===== src/rtl/spi_fe_pkg.sv =====
package spi_fe_pkg;

  localparam int BYTE_W = 8;
  localparam int CNT_W  = $clog2(BYTE_W);

  typedef logic [BYTE_W-1:0] byte_t;
  typedef logic [CNT_W-1:0]  bcnt_t;

  localparam byte_t OP_STAT_WR = 8'h01;
  localparam byte_t OP_MEM_WR  = 8'h02;
  localparam byte_t OP_MEM_RD  = 8'h03;
  localparam byte_t OP_WR_DIS  = 8'h04;
  localparam byte_t OP_STAT_RD = 8'h05;
  localparam byte_t OP_WR_EN   = 8'h06;

  typedef enum logic [1:0] {
    FE_IDLE,
    FE_OPC,
    FE_DATA,
    FE_LOCK
  } fe_state_e;

  function automatic logic op_known(byte_t op);
    case (op)
      OP_STAT_WR, OP_MEM_WR, OP_MEM_RD,
      OP_WR_DIS, OP_STAT_RD, OP_WR_EN: return 1'b1;
      default:                         return 1'b0;
    endcase
  endfunction

  function automatic logic op_reads(byte_t op);
    return (op == OP_MEM_RD) || (op == OP_STAT_RD);
  endfunction

endpackage


===== src/rtl/spi_fe_sync.sv =====
module spi_fe_sync #(
  parameter int              W       = 4,
  parameter int              STAGES  = 2,
  parameter logic [W-1:0]    RST_VAL = '0
) (
  input  logic         clk,
  input  logic         rst_n,
  input  logic [W-1:0] async_in,
  output logic [W-1:0] lvl
);

  logic [W-1:0] pipe_q [STAGES];

  always_ff @(posedge clk or negedge rst_n) begin
    if (!rst_n) begin
      for (int i = 0; i < STAGES; i++) pipe_q[i] <= RST_VAL;
    end else begin
      pipe_q[0] <= async_in;
      for (int i = 1; i < STAGES; i++) pipe_q[i] <= pipe_q[i-1];
    end
  end

  assign lvl = pipe_q[STAGES-1];

endmodule


===== src/rtl/spi_fe_hold.sv =====
module spi_fe_hold (
  input  logic clk,
  input  logic rst_n,
  input  logic sel,
  input  logic sck_lvl,
  input  logic hold_rise,
  input  logic hold_fall,
  output logic held
);

  logic held_q, held_d;

  always_comb begin
    held_d = held_q;
    if (!sel)                       held_d = 1'b0;
    else if (hold_fall && !sck_lvl) held_d = 1'b1;
    else if (hold_rise && !sck_lvl) held_d = 1'b0;
  end

  always_ff @(posedge clk or negedge rst_n) begin
    if (!rst_n) held_q <= 1'b0;
    else        held_q <= held_d;
  end

  assign held = held_q;

  AST_HOLD_ENTRY_SCK_LOW: assert property (@(posedge clk) disable iff (!rst_n)
    $rose(held_q) |-> !$past(sck_lvl));

  AST_HOLD_HIGH_FALL_IGNORED: assert property (@(posedge clk) disable iff (!rst_n)
    (hold_fall && sck_lvl && !held_q) |=> !held_q);

  AST_HOLD_DROPS_ON_DESEL: assert property (@(posedge clk) disable iff (!rst_n)
    !sel |=> !held_q);

endmodule


===== src/rtl/spi_fe_cmd.sv =====
module spi_fe_cmd
  import spi_fe_pkg::*;
(
  input  logic  clk,
  input  logic  rst_n,
  input  logic  sel,
  input  logic  cs_fall,
  input  logic  sck_rise,
  input  logic  si_lvl,
  input  logic  held,
  output byte_t opcode,
  output logic  cmd_ok,
  output logic  cmd_bad,
  output logic  rd_mode,
  output byte_t rx_data,
  output logic  rx_stb,
  output bcnt_t bit_cnt
);

  localparam bcnt_t LAST_BIT = bcnt_t'(BYTE_W - 1);

  fe_state_e st_q, st_d;
  bcnt_t     cnt_q, cnt_d;
  byte_t     sr_q, sr_d, op_q, op_d, rxd_q, rxd_d, byte_nx;
  logic      ok_q, ok_d, bad_q, bad_d, rd_q, rd_d, stb_q, stb_d;
  logic      shift_en;

  assign shift_en = sel && !held && sck_rise &&
                    ((st_q == FE_OPC) || (st_q == FE_DATA));
  assign byte_nx  = {sr_q[BYTE_W-2:0], si_lvl};

  always_comb begin
    st_d  = st_q;
    cnt_d = cnt_q;
    sr_d  = sr_q;
    op_d  = op_q;
    rxd_d = rxd_q;
    ok_d  = ok_q;
    bad_d = bad_q;
    rd_d  = rd_q;
    stb_d = 1'b0;
    if (cs_fall) begin
      st_d  = FE_OPC;
      cnt_d = '0;
      ok_d  = 1'b0;
      bad_d = 1'b0;
      rd_d  = 1'b0;
    end else if (shift_en) begin
      sr_d  = byte_nx;
      cnt_d = cnt_q + 1'b1;
      if (cnt_q == LAST_BIT) begin
        if (st_q == FE_OPC) begin
          op_d = byte_nx;
          if (op_known(byte_nx)) begin
            st_d = FE_DATA;
            ok_d = 1'b1;
            rd_d = op_reads(byte_nx);
          end else begin
            st_d  = FE_LOCK;
            bad_d = 1'b1;
          end
        end else begin
          rxd_d = byte_nx;
          stb_d = 1'b1;
        end
      end
    end
  end

  always_ff @(posedge clk or negedge rst_n) begin
    if (!rst_n) begin
      st_q  <= FE_IDLE;
      cnt_q <= '0;
      sr_q  <= '0;
      op_q  <= '0;
      rxd_q <= '0;
      ok_q  <= 1'b0;
      bad_q <= 1'b0;
      rd_q  <= 1'b0;
      stb_q <= 1'b0;
    end else begin
      st_q  <= st_d;
      cnt_q <= cnt_d;
      sr_q  <= sr_d;
      op_q  <= op_d;
      rxd_q <= rxd_d;
      ok_q  <= ok_d;
      bad_q <= bad_d;
      rd_q  <= rd_d;
      stb_q <= stb_d;
    end
  end

  assign opcode  = op_q;
  assign cmd_ok  = ok_q;
  assign cmd_bad = bad_q;
  assign rd_mode = rd_q && (st_q == FE_DATA);
  assign rx_data = rxd_q;
  assign rx_stb  = stb_q;
  assign bit_cnt = cnt_q;

  AST_OK_BAD_EXCL: assert property (@(posedge clk) disable iff (!rst_n)
    !(ok_q && bad_q));

  AST_OK_CODE_KNOWN: assert property (@(posedge clk) disable iff (!rst_n)
    $rose(ok_q) |-> op_known(op_q));

  AST_STB_ONE_CYCLE: assert property (@(posedge clk) disable iff (!rst_n)
    stb_q |=> !stb_q);

  AST_LOCK_NO_STB: assert property (@(posedge clk) disable iff (!rst_n)
    (st_q == FE_LOCK) |=> !stb_q);

  AST_HOLD_FREEZES_COUNT: assert property (@(posedge clk) disable iff (!rst_n)
    (held && !cs_fall) |=> $stable(cnt_q));

  AST_DESEL_NO_SHIFT: assert property (@(posedge clk) disable iff (!rst_n)
    (!sel && !cs_fall) |=> ($stable(op_q) && !stb_q));

endmodule


===== src/rtl/spi_fe_tx.sv =====
module spi_fe_tx
  import spi_fe_pkg::*;
(
  input  logic  clk,
  input  logic  rst_n,
  input  logic  sck_fall,
  input  logic  active,
  input  logic  rd_mode,
  input  bcnt_t bit_cnt,
  input  byte_t tx_data,
  output logic  so,
  output logic  so_oe,
  output logic  tx_take
);

  byte_t txsr_q, txsr_d;
  logic  take_q, take_d;
  logic  step_en;

  assign step_en = sck_fall && active && rd_mode;

  always_comb begin
    txsr_d = txsr_q;
    take_d = 1'b0;
    if (step_en) begin
      if (bit_cnt == '0) begin
        txsr_d = tx_data;
        take_d = 1'b1;
      end else begin
        txsr_d = {txsr_q[BYTE_W-2:0], 1'b0};
      end
    end
  end

  always_ff @(posedge clk or negedge rst_n) begin
    if (!rst_n) begin
      txsr_q <= '0;
      take_q <= 1'b0;
    end else begin
      txsr_q <= txsr_d;
      take_q <= take_d;
    end
  end

  assign so      = txsr_q[BYTE_W-1];
  assign so_oe   = rd_mode && active;
  assign tx_take = take_q;

  AST_SO_MOVES_ON_FALL: assert property (@(posedge clk) disable iff (!rst_n)
    !sck_fall |=> $stable(txsr_q));

  AST_TAKE_ONE_CYCLE: assert property (@(posedge clk) disable iff (!rst_n)
    take_q |=> !take_q);

endmodule


===== src/rtl/spi_cmd_frontend.sv =====
module spi_cmd_frontend
  import spi_fe_pkg::*;
#(
  parameter int SYNC_STAGES = 2
) (
  input  logic       clk,
  input  logic       rst_n,
  input  logic       spi_sck,
  input  logic       spi_cs_n,
  input  logic       spi_si,
  input  logic       spi_hold_n,
  input  logic [7:0] tx_data,
  output logic       spi_so,
  output logic       spi_so_oe,
  output logic [7:0] opcode,
  output logic       cmd_ok,
  output logic       cmd_bad,
  output logic [7:0] rx_data,
  output logic       rx_stb,
  output logic       tx_take
);

  // pin vector layout: {hold_n, si, cs_n, sck}
  localparam int        PIN_W   = 4;
  localparam int        CTL_W   = 3;
  localparam logic [PIN_W-1:0] PIN_RST = 4'b1010;

  logic [1:0]       rst_pipe_q;
  logic             rst_int_n;
  logic [PIN_W-1:0] pin_lvl;
  logic [CTL_W-1:0] ctl_prev_q, ctl_lvl;
  logic             sck_lvl, cs_lvl, si_lvl, hold_lvl;
  logic             sck_rise, sck_fall, cs_fall, hold_rise, hold_fall;
  logic             sel, held, rd_mode;
  bcnt_t            bit_cnt;

  always_ff @(posedge clk or negedge rst_n) begin
    if (!rst_n) rst_pipe_q <= 2'b00;
    else        rst_pipe_q <= {rst_pipe_q[0], 1'b1};
  end
  assign rst_int_n = rst_pipe_q[1];

  spi_fe_sync #(.W(PIN_W), .STAGES(SYNC_STAGES), .RST_VAL(PIN_RST)) u_sync (
    .clk      (clk),
    .rst_n    (rst_int_n),
    .async_in ({spi_hold_n, spi_si, spi_cs_n, spi_sck}),
    .lvl      (pin_lvl)
  );

  assign sck_lvl  = pin_lvl[0];
  assign cs_lvl   = pin_lvl[1];
  assign si_lvl   = pin_lvl[2];
  assign hold_lvl = pin_lvl[3];
  assign ctl_lvl  = {hold_lvl, cs_lvl, sck_lvl};

  always_ff @(posedge clk or negedge rst_int_n) begin
    if (!rst_int_n) ctl_prev_q <= 3'b110;
    else            ctl_prev_q <= ctl_lvl;
  end

  assign sck_rise  =  sck_lvl  && !ctl_prev_q[0];
  assign sck_fall  = !sck_lvl  &&  ctl_prev_q[0];
  assign cs_fall   = !cs_lvl   &&  ctl_prev_q[1];
  assign hold_rise =  hold_lvl && !ctl_prev_q[2];
  assign hold_fall = !hold_lvl &&  ctl_prev_q[2];
  assign sel       = !cs_lvl;

  spi_fe_hold u_hold (
    .clk       (clk),
    .rst_n     (rst_int_n),
    .sel       (sel),
    .sck_lvl   (sck_lvl),
    .hold_rise (hold_rise),
    .hold_fall (hold_fall),
    .held      (held)
  );

  spi_fe_cmd u_cmd (
    .clk      (clk),
    .rst_n    (rst_int_n),
    .sel      (sel),
    .cs_fall  (cs_fall),
    .sck_rise (sck_rise),
    .si_lvl   (si_lvl),
    .held     (held),
    .opcode   (opcode),
    .cmd_ok   (cmd_ok),
    .cmd_bad  (cmd_bad),
    .rd_mode  (rd_mode),
    .rx_data  (rx_data),
    .rx_stb   (rx_stb),
    .bit_cnt  (bit_cnt)
  );

  spi_fe_tx u_tx (
    .clk      (clk),
    .rst_n    (rst_int_n),
    .sck_fall (sck_fall),
    .active   (sel && !held),
    .rd_mode  (rd_mode),
    .bit_cnt  (bit_cnt),
    .tx_data  (tx_data),
    .so       (spi_so),
    .so_oe    (spi_so_oe),
    .tx_take  (tx_take)
  );

  AST_OE_NEEDS_GOOD_CODE: assert property (@(posedge clk) disable iff (!rst_int_n)
    spi_so_oe |-> (cmd_ok && op_reads(opcode)));

  AST_OE_OFF_WHEN_HELD: assert property (@(posedge clk) disable iff (!rst_int_n)
    held |-> !spi_so_oe);

  AST_OE_OFF_DESEL: assert property (@(posedge clk) disable iff (!rst_int_n)
    cs_lvl |-> !spi_so_oe);

  AST_LOCK_NO_OE: assert property (@(posedge clk) disable iff (!rst_int_n)
    cmd_bad |-> !spi_so_oe);

endmodule


===== config.mk =====
export PLATFORM = sky130hd
export DESIGN_NAME = spi_cmd_frontend
export DESIGN_NICKNAME = d
export VERILOG_FILES = /design/src/rtl/spi_fe_pkg.sv /design/src/rtl/spi_fe_sync.sv /design/src/rtl/spi_fe_hold.sv /design/src/rtl/spi_fe_cmd.sv /design/src/rtl/spi_fe_tx.sv /design/src/rtl/spi_cmd_frontend.sv
export SDC_FILE = /design/constraint.sdc
export NUM_CORES = 1
export LEC_CHECK = 0
export BUFFER_PORTS_ARGS = -buffer_cell sky130_fd_sc_hd__buf_4
export CAP_MARGIN = 25
export CORE_MARGIN = 2
export CORE_UTILIZATION = 55
export CTS_CLUSTER_SIZE = 8
export DETAILED_ROUTE_END_ITERATION = 12
export PLACE_DENSITY = 0.78
export SETUP_SLACK_MARGIN = 0.15
export SLEW_MARGIN = 20
export SYNTH_ARGS = -nofsm -noshare
export SYNTH_HDL_FRONTEND = slang
export SYNTH_SLANG_ARGS = --single-unit
export TNS_END_PERCENT = 30

===== constraint.sdc =====
create_clock -name clk -period 2.3 [get_ports clk]
set_clock_uncertainty 0.05 [all_clocks]
set_input_delay 0 -clock clk [delete_from_list [all_inputs] [get_ports clk]]
set_output_delay 0 -clock clk [all_outputs]
set_load 0.005 [all_outputs]

# Word level (Yosys, flattened, before mapping)
# Cells that the tools add are included.
# W data, S select, Z words.
# word_totals
inputBits	14
ff_bits	55
# op_classes
eq_ne	10
muxes	37
n_reduce_logical	35
n_bitwise	2
n_addsub	1
# op_table
op	count
$mux W1	30
$eq A8 B3 Y1 const B	3
$eq A8 B2 Y1 const B	2
$reduce_and A4 Y1	4
$logic_and A1 B1 Y1	14
$eq A8 B1 Y1 const B	1
$mux W2	4
$mux W8	1
$reduce_bool A2 Y1	4
$logic_not A1 Y1	6
$mux W3	2
$reduce_or A6 Y1	1
$add A3 B1 Y3 const B	1
$eq A3 B3 Y1 const B	1
$logic_not A3 Y1	1
$reduce_and A3 Y1	1
$reduce_bool A3 Y1	1
$eq A2 B1 Y1 const B	1
$eq A2 B2 Y1 const B	1
$logic_or A1 B1 Y1	2
$ne A2 B2 Y1 const B	1
$not A1 Y1	2
$reduce_and A2 Y1	1

# Logic depth before layout (Yosys ltp)
# Gate-level depths: netlist of run 1.
# depth
depth_word	12
ltp_mapped	8
mapped_depth_nobuf	6

# Modules after synthesis
# A second synthesis of run 1 with hierarchy kept.
# unflattened
hier_cells	176
area_unflattened_um2	2367.3
# by_module_without_submodules
mod	seq_area_each_um2	cells_per_inst	n_inst	area_each_um2
spi_fe_cmd	800.8	97	1	1380.1
spi_fe_tx	225.2	49	1	524.3
spi_fe_sync	205.2	12	1	235.2
spi_cmd_frontend	127.6	13	1	180.2
spi_fe_hold	25.0	5	1	47.5

# Worst setup path after synthesis of run 1
# Ideal clock, no wire load.
# synth_path
kind	flip-flop to flip-flop
from	reg u_cmd.st_q[0]
to	reg u_cmd.op_q[0] (netlist: u_cmd.opcode[0])
path_buffers	1
period_less_slack_ps	2112
setup_slack_ps	188
arrival_ps	1937
setup_time_ps	125
stages_incl_launch_ff	7
path_cell_list	dfrtp_1 inv_1 ha_1 or3_1 buf_2 nor4_4 mux2_2
# synth_between
elab_chain_len	4
word_cells_on_any_way	5
# synth_lines
item	line	text
start: declaration	spi_fe_cmd.sv:22	fe_state_e st_q, st_d;
start signal: assignment	spi_fe_cmd.sv:82	st_q <= st_d;
$eq A2 B1 Y1 / $eq A2 B2 Y1 (equally long branches)	spi_fe_cmd.sv:29, spi_fe_cmd.sv:52	
$logic_or A1 B1 Y1	spi_fe_cmd.sv:29	((st_q == FE_OPC) || (st_q == FE_DATA));
$logic_and A1 B1 Y1	spi_fe_cmd.sv:28	assign shift_en = sel && !held && sck_rise &&
$reduce_and A4 Y1 (no line) (*)	n/a	
end signal: assignment	spi_fe_cmd.sv:85	op_q <= op_d;
end: declaration	spi_fe_cmd.sv:24	byte_t sr_q, sr_d, op_q, op_d, rxd_q, rxd_d, byte_nx;
# Every way passes the cells marked *; elsewhere a longest branch is shown, timed or not.
# A chain may end at the register's enable or synchronous reset.

# Final worst setup path of run 1
# layout_path
from	reg u_cmd.st_q[0]
to	reg u_cmd.rxd_q[7] (netlist: u_cmd.rx_data[7])
# layout_between
elab_chain_len	4
word_cells_on_any_way	6
# layout_lines
item	line	text
$eq A2 B1 Y1 / $eq A2 B2 Y1 (equally long branches)	spi_fe_cmd.sv:29, spi_fe_cmd.sv:52	
$logic_or A1 B1 Y1	spi_fe_cmd.sv:29	
$logic_and A1 B1 Y1	spi_fe_cmd.sv:28	
$reduce_and A4 Y1 (no line) (*)	n/a	
end signal: assignment	spi_fe_cmd.sv:86	rxd_q <= rxd_d;
end: declaration	spi_fe_cmd.sv:24	
# Marked as above.

==> results of run 1 <==
worst max-delay path by stage:
stage | from | endpoint | slack (ns) | cells after the start
floorplan | u_cmd.st_q[0] | u_cmd.opcode[0] | 0.19 | 6
CTS | u_cmd.st_q[0] | u_cmd.rx_data[7] | 0.18 | 7
global route | u_cmd.st_q[0] | u_cmd.rx_data[3] | 0.14 | 7
finish | u_cmd.st_q[0] | u_cmd.rx_data[7] | 0.19 | 7
global placement | u_cmd.st_q[0] | u_cmd.rx_data[3] | 0.22 | 7
detailed placement | u_cmd.st_q[0] | u_cmd.rx_data[7] | 0.10 | 7
layer usage:
layer,up-vias,routed length [µm],part of all wire
li1,654,-,-
met1,677,1620,0.40
met2,32,2190,0.54
met3,12,140,0.034
met4,0,113,0.028
met5,-,0,0
cells by family (layout without fill, tap and decap cells):
| family | Yosys count | in the layout | share of synthesized area |
|---|---|---|---|
| adders and majority gates | 5 | 5 | 0.0289 |
| AOI/OAI and AO/OA | 20 | 20 | 0.0560 |
| DFF | 55 | 55 | 0.639 |
| and+or+nand+nor | 31 | 31 | 0.0947 |
| other | 1 | 1 | 0.00173 |
| buffers and inverters | 10 | 69 | 0.0190 |
| xor gates and xnor gates | 1 | 1 | 0.00404 |
| muxes | 31 | 31 | 0.157 |
synth_stat cells:
cell	n	area, µm²
a21oi_1	3	15.0
a22o_1	2	17.5
and3_1	1	6.26
and3b_1	1	8.76
buf_1	1	3.75
buf_2	3	15.0
clkbuf_1	1	3.75
conb_1	1	3.75
dfrtp_1	49	1230
dfstp_2	6	158
ha_1	5	62.6
inv_1	5	18.8
mux2_2	24	270
mux2i_1	7	70.1
nand2_1	11	41.3
nand2b_1	2	12.5
nand3_1	1	5.00
nand3b_1	1	7.51
nor2_1	1	3.75
nor2b_1	3	18.8
nor3_1	4	20.0
nor4_4	2	42.5
nor4bb_1	1	10.0
o21a_1	3	22.5
o21ai_0	10	50.1
o21bai_1	1	7.51
o2bb2ai_1	1	8.76
or3_1	1	6.26
or4_4	2	22.5
xor2_1	1	8.76
power groups by stage:
stage	clock [mW]	combinational, mW	sequential [mW]
global route	0.618	0.207	1.08
floorplan	0	0.128	1.08
CTS	0.571	0.192	1.07
finish	0.556	0.191	1.07
global placement	0	0.163	1.09
detailed placement	0	0.170	1.09
registers in the layout (all words and copies together), names as in the netlist:
| register | cells |
|---|---|
| u_cmd.cmd_bad | 1 |
| u_cmd.st_q | 2 |
| u_cmd.rd_q | 1 |
| u_tx.tx_take | 1 |
| u_tx.txsr_q | 8 |
| u_cmd.rx_stb | 1 |
| u_cmd.cmd_ok | 1 |
| u_cmd.sr_q | 7 |
| u_sync.lvl | 4 |
| u_cmd.opcode | 8 |
| u_hold.held | 1 |
| u_cmd.bit_cnt | 3 |
| rst_pipe_q | 2 |
| u_cmd.rx_data | 8 |
| ctl_prev_q | 3 |
| u_sync.pipe_q | 4 |
stage by stage:
stage	setup slack, ns	area, µm²
detailed placement	0.101	2510
finish	0.192	2770
global route	0.143	2770
CTS	0.183	2760
global placement	0.216	2510
floorplan	0.188	2170
final cells by class:
cell class,instances,area [µm²],area share
Tap cell,48,60.1,0.0217
Clock buffer,8,100,0.0361
Inverter,5,18.8,0.00677
Sequential cell,55,1390,0.500
Multi-Input combinational cell,89,752,0.271
Timing Repair Buffer,56,455,0.164
critical path, cell delays in order, from the launching register on:
cell,delay [ns]
dfrtp_1,0.39
inv_1,0.06
ha_1,0.29
or3_4,0.36
nor3_2,0.15
and3b_1,0.18
buf_4,0.17
mux2_2,0.35
timing repair:
item / CTS / global route
pin swaps: 0 / 1
gates resized for setup: 2 / 0
buffers inserted: 0 / 1
hold endpoints to repair: 14 / 0
hold buffers: 14 / 0
endpoints found under the setup margin: 8 / 13
==> results by group, run 1 <==
Synthesis
  • Netlist cell types: 30
  • Syn Nets: 173
  • Yosys reg bits: 55
  • Mapped cell area: 2170 µm²
  • Synth warnings: 0
  • Mapped Cells: about 150
  • Synthesized area per cell: 14.1 µm²
  • Seq/Total Area, Yosys: 0.639

Worst hold path
  • Hold depth: 2
  • Worst Hold Endpoint: u_sync.pipe_q[5]
  • Hold Path Class: in -> reg
  • Worst Min Path Start: spi_cs_n

CTS
  • Clk Latency, worst-skew pair: 0.30 ns
  • CTS max path bufs: 2
  • Root buf cell: clkbuf_8
  • Clock transition at the registers of the reported paths: 0.09 ns
  • CTS sink cnt: 55
  • CTS buffer count: 5
  • CTS tree: done
  • H-tree Lvls: 2

Drt
  • Detailed Route Iter0 Violations: between 40 and 50
  • DRC: 0
  • Vias: 1375
  • Drt wl/cell: 15.6 µm
  • Routed WL: between 4000 and 5000 µm
  • Vias/cell: 5.27
  • DRT antenna net count: 0
  • Drt pass-1 iters: 4

Setup path
  • R2r worst-path depth: 7
  • Worst setup SP type: register
  • Critical path arrival: 2.25 ns
  • Worst setup EP type: register
  • Reg2reg setup slack: roughly 0.19 ns
  • Worst-path fanout max: 9
  • Required @ worst endpoint: 2.44 ns
  • R2R Path Start: u_cmd.st_q[0]
  • FF-to-FF End: u_cmd.rx_data[7]
  • Worst setup path class: reg -> reg

Final layout
  • Final Util: 0.746
  • # fillers: roughly 250
  • Most common cell after layout, fill and taps aside: dfrtp_1
  • Commonest cells after routing, fill and taps aside: dfrtp_1 (48), buf_4 (42), mux2_2 (24)
  • Layout Cells excl Fill: 261
  • Diode count: 0
  • Synth-to-Final Area Change: 27.9%
  • Nets: about 230
  • Layout cells sized above 1: 0.404

GRT
  • GR Util All Layers: 0.207
  • Vias in the first global route: about 1500
  • Met2 usage: 0.360
  • Global-route wire length before repair: 6690 µm
  • GR Util met1: 0.243
  • GR Util met3: 0.0541
  • Initial antenna violation count: 0
  • Global route hottest layer: met2
  • GR Overflow Total: 0
  • Largest net degree at the start of global routing: between 40 and 50

Floorplan
  • Core Area: 3720 µm²
  • Rows: 22
  • Die ar.: ~4500 µm²
  • # IOs: 36
  • Die width: 66.8 µm
  • Initial Utilization: 0.583
  • Die Height: between 60 and 70 µm

Power and ir drop
  • Gate power share: 0.105
  • Pwr Total: 1.82 mW
  • Sw frac: 0.229
  • Sequential share of power: 0.590
  • Leak: 1.41 nW
  • P_sw: roughly 420 µW
  • Int Pwr: 1.40 mW
  • Share of total power in the clock network: 0.305
  • Power per Cell Area: 657 nW/µm²
  • Max VDD drop: 513 µV

Timing
  • Final Hold Slack: 0.297 ns
  • Hold Fails Final Rpt: 0
  • Post-layout minimum cycle time: 2.11 ns
  • Worst-Margin Slew: 0.905 ns
  • Final period util: 0.917
  • Peak Freq: 474 MHz
  • Setup total negative slack: 0 ns
  • Final setup fails: 0
  • RSZ-0062 raised after global routing: yes
  • Slew headroom: 0.397
  • Max Slew Vio Count: 0

Place
  • Post-placement cell count: 238
  • GPL Wtd Cong: 0.761
  • Detailed Place HPWL: 2760 µm
  • I/O Buffers: 35

Flow run
  • Max Cap Viol: 0

Run status
  • Outcome: finished clean
Power figures use the tool's default switching activity.
==> run 2, diff against run 1 <==
--- a/config.mk
+++ b/config.mk
@@ -9,6 +9,7 @@
 export CAP_MARGIN = 25
 export CORE_MARGIN = 2
 export CORE_UTILIZATION = 55
+export CTS_CLUSTER_DIAMETER = 100
 export CTS_CLUSTER_SIZE = 8
 export DETAILED_ROUTE_END_ITERATION = 12
 export PLACE_DENSITY = 0.78
==> constraint.sdc (replaced) <==
create_clock -name clk -period 1.95 [get_ports clk]
set_clock_uncertainty 0.05 [all_clocks]
set_input_delay 0 -clock clk [delete_from_list [all_inputs] [get_ports clk]]
set_output_delay 0 -clock clk [all_outputs]
set_load 0.005 [all_outputs]
==> run 2 against run 1 <==
Against the previous run: the run now ends with negative setup slack left; die area stayed put; fmax is 1.6% lower; wire length is 7.3% higher; non-clock buffer count is 14 higher; clock power is 8.5% higher; critical path depth stayed put; cell area is 5.2% higher.
==> results by group, run 2 (synthesis results as in run 1) <==
Run status
  • Outcome: finished with violations
  • Violated checks: negative setup slack

CTS
  • Clk Latency, worst-skew pair: just over 0.3 ns
  • CTS sink cnt: 55
  • CTS tree: done
  • Clock transition at the registers of the reported paths: approximately 0.09 ns
  • H-tree Lvls: 2
  • CTS buffer count: 5
  • Root buf cell: clkbuf_8
  • CTS max path bufs: 2

Setup path
  • Critical path arrival: 2.29 ns
  • R2r worst-path depth: 7
  • R2R Path Start: u_cmd.st_q[0]
  • Worst setup EP type: register
  • Worst setup path class: reg -> reg
  • Required @ worst endpoint: 2.09 ns
  • Crit path from: u_cmd.st_q[0]
  • Worst-path fanout max: 3
  • FF-to-FF End: u_cmd.opcode[5]
  • Reg2reg setup slack: -0.19 ns
  • Worst setup SP type: register

Timing
  • Setup total negative slack: -2.76 ns
  • Post-layout minimum cycle time: between 2 and 2.5 ns
  • Final setup fails: 21
  • Hold Fails Final Rpt: 0
  • Slew headroom: 0.602
  • Final period util: 1.10
  • Final Hold Slack: 0.230 ns
  • Final worst slack: -0.192 ns
  • Max Slew Vio Count: 0
  • Peak Freq: 467 MHz
  • Worst-Margin Slew: 0.597 ns
  • RSZ-0062 raised after global routing: yes

GRT
  • GR Overflow Total: 0
  • GR Util All Layers: 0.211
  • Initial antenna violation count: 0
  • Global-route wire length before repair: 6820 µm
  • Vias in the first global route: ~1500
  • Largest net degree at the start of global routing: 29

Drt
  • Routed WL: 4350 µm
  • Vias/cell: 5.23
  • DRT antenna net count: 0
  • Drt pass-1 iters: 4
  • Drt wl/cell: 15.8 µm
  • Detailed Route Iter0 Violations: 90
  • DRC: 0
  • Vias: 1439

Worst hold path
  • Hold Path Class: reg -> async

Power and ir drop
  • Max VDD drop: about 560 µV
  • Pwr Total: 2.14 mW
  • Power per Cell Area: 733 nW/µm²
  • Leak: 1.49 nW

Floorplan
  • Die width: 66.8 µm
  • Rows: 22
  • Initial Utilization: 0.583
  • Die Height: 66.8 µm
  • Core Area: approximately 3700 µm²
  • # IOs: 36
  • Die ar.: around 4500 µm²

Final layout
  • Diode count: 0
  • Final Cell Area: 2920 µm²
  • Layout Cells excl Fill: 275
  • Final Util: 0.785
  • # fillers: 224
  • Commonest cells after routing, fill and taps aside: buf_4 (53), dfrtp_1 (48), mux2_2 (16)
  • Layout cells sized above 1: 0.454
  • Nets: roughly 250
  • Synth-to-Final Area Change: 34.6%
  • Most common cell after layout, fill and taps aside: buf_4

Place
  • GPL Wtd Cong: 0.739
  • I/O Buffers: 35
  • Detailed Place HPWL: around 2900 µm
  • Pre-CTS setup slack: -0.221 ns
  • Post-placement cell count: 250
  • Dpl cell area: 2620 µm²

Flow run
  • Max Cap Viol: 0
run 2: power breakdown:
group,switching [mW],internal [mW],total (mW)
sequential,0.0599,1.19,1.25
combinational,0.117,0.166,0.283
clock,0.356,0.247,0.603
run 2: worst max-delay path by stage:
stage | depth (start not counted) | endpoint | slack (ns)
after floorplan | 6 | u_cmd.opcode[0] | -0.16
after global placement | 7 | u_cmd.opcode[3] | -0.13
after detailed placement | 7 | u_cmd.opcode[2] | -0.22
after CTS | 7 | u_cmd.opcode[6] | -0.20
after global routing | 7 | u_cmd.opcode[5] | -0.25
final | 7 | u_cmd.opcode[5] | -0.19
run 2: timing repair:
action	4_1_cts	5_1_grt
hold endpoints to repair	14	0
gates resized for setup	12	2
endpoints found under the setup margin	29	32
hold buffers	14	0
setup buffers	1	2
pin swaps	4	2
gates cloned	0	0
run 2: layout make-up:
| class | instances | area, µm² | share of cell area |
|---|---|---|---|
| repair buffers | 70 | 581 | 0.199 |
| clock inverters | 3 | 15.0 | 0.00515 |
| multi-input cells | 89 | 788 | 0.270 |
| well taps | 48 | 60.1 | 0.0206 |
| inverters | 5 | 18.8 | 0.00644 |
| clock buffers | 5 | 68.8 | 0.0236 |
| flip-flops and latches | 55 | 1390 | 0.475 |
run 2: per-layer routing:
metal	GRT usage	vias to the layer above	wire, µm
li1	-	677	-
met1	0.269	733	1860
met2	0.360	26	2320
met3	0.0557	3	165
met4	0.0561	0	14
met5	0	-	0
run 2: critical path, stage by stage (launching register included):
cell,delay (ns)
dfrtp_1,0.38
inv_1,0.05
ha_1,0.28
or3_4,0.34
buf_6,0.13
nor4_4,0.29
buf_4,0.21
mux2_4,0.30
